==> config.mk <==
export PLATFORM = sky130hd
export DESIGN_NAME = alarm_match_irq
export DESIGN_NICKNAME = d
export VERILOG_FILES = /design/src/rtl/alarm_pkg.sv /design/src/rtl/alarm_field_cmp.sv /design/src/rtl/alarm_day_cmp.sv /design/src/rtl/alarm_flag_ctl.sv /design/src/rtl/alarm_match_irq.sv
export SDC_FILE = /design/constraint.sdc
export NUM_CORES = 1
export LEC_CHECK = 0
export BUFFER_PORTS_ARGS = -buffer_cell sky130_fd_sc_hd__buf_2
export CAP_MARGIN = 20
export CORE_AREA = 2 2 39 41
export DETAILED_ROUTE_END_ITERATION = 12
export DIE_AREA = 0 0 41 43
export PLACE_DENSITY = 0.69
export SETUP_SLACK_MARGIN = 0.1
export SYNTH_ARGS = -nofsm -noshare
export SYNTH_HDL_FRONTEND = slang
export SYNTH_SLANG_ARGS = --single-unit
==> constraint.sdc <==
create_clock -name clk_i -period 0.9 [get_ports clk_i]
set_input_delay 0 -clock clk_i [delete_from_list [all_inputs] [get_ports clk_i]]
set_output_delay 0 -clock clk_i [all_outputs]
set_load 0.03 [all_outputs]
==> src/rtl/alarm_pkg.sv <==
package alarm_pkg;
    localparam int unsigned REG_W    = 8;
    localparam int unsigned MASK_BIT = REG_W - 1;

    typedef struct packed {
        logic flag;
        logic ien;
    } alarm_state_t;
endpackage

==> src/rtl/alarm_field_cmp.sv <==
module alarm_field_cmp #(
    parameter int unsigned W        = 8,
    parameter int unsigned CMP_BITS = 7
) (
    input  logic [W-1:0] alarm_i,
    input  logic [W-1:0] now_i,
    output logic         hit_o
);
    logic masked;
    logic equal;

    assign masked = alarm_i[W-1];
    assign equal  = (alarm_i[CMP_BITS-1:0] == now_i[CMP_BITS-1:0]);
    assign hit_o  = masked | equal;
endmodule

==> src/rtl/alarm_day_cmp.sv <==
module alarm_day_cmp #(
    parameter int unsigned W    = 8,
    parameter int unsigned DAYS = 7
) (
    input  logic [W-1:0]    alarm_i,
    input  logic [DAYS-1:0] now_i,
    output logic            hit_o
);
    logic [DAYS-1:0] overlap;

    for (genvar d = 0; d < DAYS; d++) begin : g_day
        assign overlap[d] = alarm_i[d] & now_i[d];
    end

    assign hit_o = alarm_i[W-1] | (|overlap);
endmodule

==> src/rtl/alarm_flag_ctl.sv <==
module alarm_flag_ctl
    import alarm_pkg::*;
(
    input  logic clk_i,
    input  logic rst_ni,
    input  logic set_i,
    input  logic wr_i,
    input  logic wr_flag_i,
    input  logic wr_ien_i,
    output logic flag_o,
    output logic ien_o
);
    alarm_state_t state_d, state_q;

    always_comb begin
        state_d = state_q;
        if (wr_i) begin
            state_d.ien = wr_ien_i;
            if (!wr_flag_i) begin
                state_d.flag = 1'b0;
            end
        end
        if (set_i) begin
            state_d.flag = 1'b1;
        end
    end

    always_ff @(posedge clk_i or negedge rst_ni) begin
        if (!rst_ni) begin
            state_q <= '0;
        end else begin
            state_q <= state_d;
        end
    end

    assign flag_o = state_q.flag;
    assign ien_o  = state_q.ien;
endmodule

==> src/rtl/alarm_match_irq.sv <==
module alarm_match_irq
    import alarm_pkg::*;
#(
    parameter int unsigned MIN_BITS  = 7,
    parameter int unsigned HOUR_BITS = 6,
    parameter int unsigned DAYS      = 7
) (
    input  logic             clk_i,
    input  logic             rst_ni,
    input  logic             min_tick_i,
    input  logic [REG_W-1:0] now_min_i,
    input  logic [REG_W-1:0] now_hour_i,
    input  logic [DAYS-1:0]  now_wday_i,
    input  logic [REG_W-1:0] alm_min_i,
    input  logic [REG_W-1:0] alm_hour_i,
    input  logic [REG_W-1:0] alm_wday_i,
    input  logic             wr_i,
    input  logic             wr_flag_i,
    input  logic             wr_ien_i,
    output logic             flag_o,
    output logic             irq_n_o,
    output logic             irq_oe_o
);
    logic min_hit;
    logic hour_hit;
    logic day_hit;
    logic set;
    logic ien;

    alarm_field_cmp #(.W(REG_W), .CMP_BITS(MIN_BITS)) u_min_cmp (
        .alarm_i (alm_min_i),
        .now_i   (now_min_i),
        .hit_o   (min_hit)
    );

    alarm_field_cmp #(.W(REG_W), .CMP_BITS(HOUR_BITS)) u_hour_cmp (
        .alarm_i (alm_hour_i),
        .now_i   (now_hour_i),
        .hit_o   (hour_hit)
    );

    alarm_day_cmp #(.W(REG_W), .DAYS(DAYS)) u_day_cmp (
        .alarm_i (alm_wday_i),
        .now_i   (now_wday_i),
        .hit_o   (day_hit)
    );

    assign set = min_tick_i & min_hit & hour_hit & day_hit;

    alarm_flag_ctl u_flag (
        .clk_i     (clk_i),
        .rst_ni    (rst_ni),
        .set_i     (set),
        .wr_i      (wr_i),
        .wr_flag_i (wr_flag_i),
        .wr_ien_i  (wr_ien_i),
        .flag_o    (flag_o),
        .ien_o     (ien)
    );

    assign irq_oe_o = flag_o & ien;
    assign irq_n_o  = ~irq_oe_o;
endmodule

==> flow_summary_export.csv <==
group,metric,value,unit
setup_path,start_kind,"flop",
drt,wl_per_cell,8.82,um
floorplan,io-pin-count,56,
floorplan,fp.dieH,43,um
floorplan,dieArea,1760,sq um
sta,hold_ws,0.0179,ns
sta,fmax,1150,MHz
clocking,path_clk_slew,0.04,ns
flow_run,maxCapViolations,0,
synthesis,synthTopCellsByArea,"xor2_1 (26%), dfrtp_1 (19%), xnor2_1 (16%), a22oi_1 (8.5%), nor4_1 (4.7%)",
drt,drt_iter0_drc,4,
clocking,clk_latency,0.23,ns
placed_design,place.gp.congestion,0.655,
power,p_per_area,987,nW/um^2
setup_path,reg2reg_depth,1,
synthesis,syn_area,267,sq um
setup_path,path_max_fanout,3,
worst_hold_path,whs_path_depth,2,
sta,fin_setup_tns,0,ns
floorplan,die_width,41,um
cells_and_area,drive_gt1_share,67.0,%
drt,totalWireLength,917,um
worst_hold_path,worstHoldPathType,"in2reg",
setup_path,cp-end-kind,"output pin",
setup_path,worstPathCellList,"nand2_2 > inv_2 > buf_6",
clocking,post_cts_buffers,0,
sta,skew,0,ns
setup_path,rrSetupSlack,0.15,ns
worst_hold_path,min_to,"u_flag.ien_o",
setup_path,max_stage_delay,0.40,ns
global_routing,grt_pass1_vias,399,
power,power,601,uW
placed_design,dp_hpwl,762,um
setup_path,worstPathRequired,0.90,ns
placed_design,place_area,546,sq um
setup_path,r2r_start,"u_flag.ien_o",
drt,routed.top_layer,"met3",
sta,worstMarginPinSlew,0.223,ns
drt,vias_per_cell,4.36,
setup_path,r2r_end,"u_flag.ien_o",
cells_and_area,antenna_cells,0,
synthesis,postSynthCellCount,32,
drt,ant_nets,0,
sta,drv_slew,0,
clocking,cts_made_buffers,3,
setup_path,crit_type,"reg2out",
sta,finalCritPeriodShare,96.5,%
synthesis,synthesis.nets,85,
drt,dr.pass1.iters,3,
cells_and_area,fillCellCount,134,
cells_and_area,multi_input_area,218,sq um
sta,slew-limit-headroom,85.0,%
sta,post-route-min-period,0.868,ns
worst_hold_path,hp-start,"wr_ien_i",
setup_path,startpoint,"u_flag.flag_o",
drt,met1_length,298,um
synthesis,synth_top_area_share,26.3,%
setup_path,critical_path.slowest_cell,"dfrtp_2",
drt,routed-wl-met2,487,um
floorplan,row_count,14,
synthesis,postSynthAreaPerCell,8.33,sq um
synthesis,yosys_warnings,0,
power,p_leak,0.335,nW
sta,setup_viol_count_final,0,
drt,met3_length,131,um
synthesis,yosysSeqAreaShare,18.8,%
clocking,cts_tree,"built",
sta,hold_viol_final,0,
sta,rsz0062_at_grt,"yes",
synthesis,synth_seq_cells,2,
cells_and_area,utilization,44.0,%
synthesis,synth_top_area_cell,"xor2_1",
floorplan,coreArea,1380,sq um
global_routing,grt_first_pass_wirelength,1.33,mm
clocking,clockRootBuffer,"clkbuf_4",
setup_path,path_buf_inv,2,
power,ir_drop,0.417,mV
clocking,htree_levels,1,
cells_and_area,area_growth,129,%
global_routing,antenna_found_initial,0,
cells_and_area,fin_nets,142,
drt,route.vias.total,453,
floorplan,start_util,19.3,%
cells_and_area,seqCellArea,51.3,sq um
status,status,"completed",
global_routing,grt_usage,11.5,%
placed_design,io_buffers,51,
global_routing,grt_overflow_total,0,
synthesis,yosysUniqueCellTypes,13,
drt,post-route-drc-count,0,
setup_path,crit_cells,3,
clocking,clkSinkCount,2,
setup_path,cp.arrival,0.87,ns
cells_and_area,design_area,609,sq um
global_routing,grt_max_degree,4,
setup_path,cp_top_family,"flip-flops",
clocking,clock_path_buffers,2,
[synthesized netlist by cell type]
library cell  count
xor2_1            8
xnor2_1           5
a22oi_1           3
nand2_1           3
dfrtp_1           2
inv_1             2
nor4_1            2
o21ai_0           2
a21oi_1           1
a31oi_1           1
a41oi_1           1
mux2_2            1
o31ai_1           1
[power by group]
part           switching, mW  total, mW  internal, mW
combinational          0.115      0.266         0.151
sequential           0.00763      0.110         0.103
clock                 0.0596      0.225         0.165
[kinds of logic after synthesis]
family / share of synthesized area (%)
buf+inv: 2.82
simple gates: 8.92
compound gates: 22.5
mux: 4.23
xor+xnor: 42.7
flops: 18.8
[stage by stage]
step | std cells | setup slack, ns
2_1_floorplan | 32 | 0.0981
3_3_place_gp | 99 | -0.166
3_5_place_dp | 99 | -0.127
4_1_cts | 104 | 0.0286
5_1_grt | 104 | -0.0176
6_report | 104 | 0.0315
[registers in the layout, indices dropped and copies added (netlist names)]
signal	cells
u_flag.flag_o	1
u_flag.ien_o	1
[area by class of cell]
class	count	share of cell area (%)
Tap cell	16	3.29
Clock buffer	4	4.31
Timing Repair Buffer	52	47.0
Multi-Input combinational cell	28	35.7
Sequential cell	2	8.42
Inverter	2	1.23
[placed cells by master (no fill, tap or decap)]
cell type / count
nand2_2: 1
inv_1: 1
buf_4: 1
nand2_1: 2
a22oi_1: 3
o31ai_1: 1
a21oi_1: 1
inv_2: 1
clkbuf_4: 3
dlygate4sd3_1: 1
xnor2_1: 5
a41oi_1: 1
nor4_2: 1
clkbuf_1: 1
dfrtp_1: 1
xor2_1: 8
a31oi_1: 1
mux2_2: 1
buf_6: 3
dfrtp_2: 1
nor4_1: 1
o21ai_0: 2
buf_2: 47
[layer usage]
layer	global-route usage, %	vias up
met5	0	-
met4	10.0	0
met3	3.14	0
met2	18.8	37
met1	10.9	188
li1	-	228
[what timing repair did]
item | CTS | global route
endpoints found under the setup margin | 3 | 4
hold endpoints to repair | 2 | 0
pin swaps | 0 | 1
resized for setup | 3 | 3
hold buffers | 1 | 0
[how the worst max path moves through the flow]
stage | slack, ns | end
6_report | 0.03 | irq_oe_o
5_1_grt | -0.02 | irq_oe_o
4_1_cts | 0.03 | irq_oe_o
3_5_place_dp | -0.13 | u_flag.flag_o
3_3_place_gp | -0.17 | u_flag.flag_o
2_1_floorplan | 0.1 | u_flag.flag_o
Power figures use the tool's default switching activity.
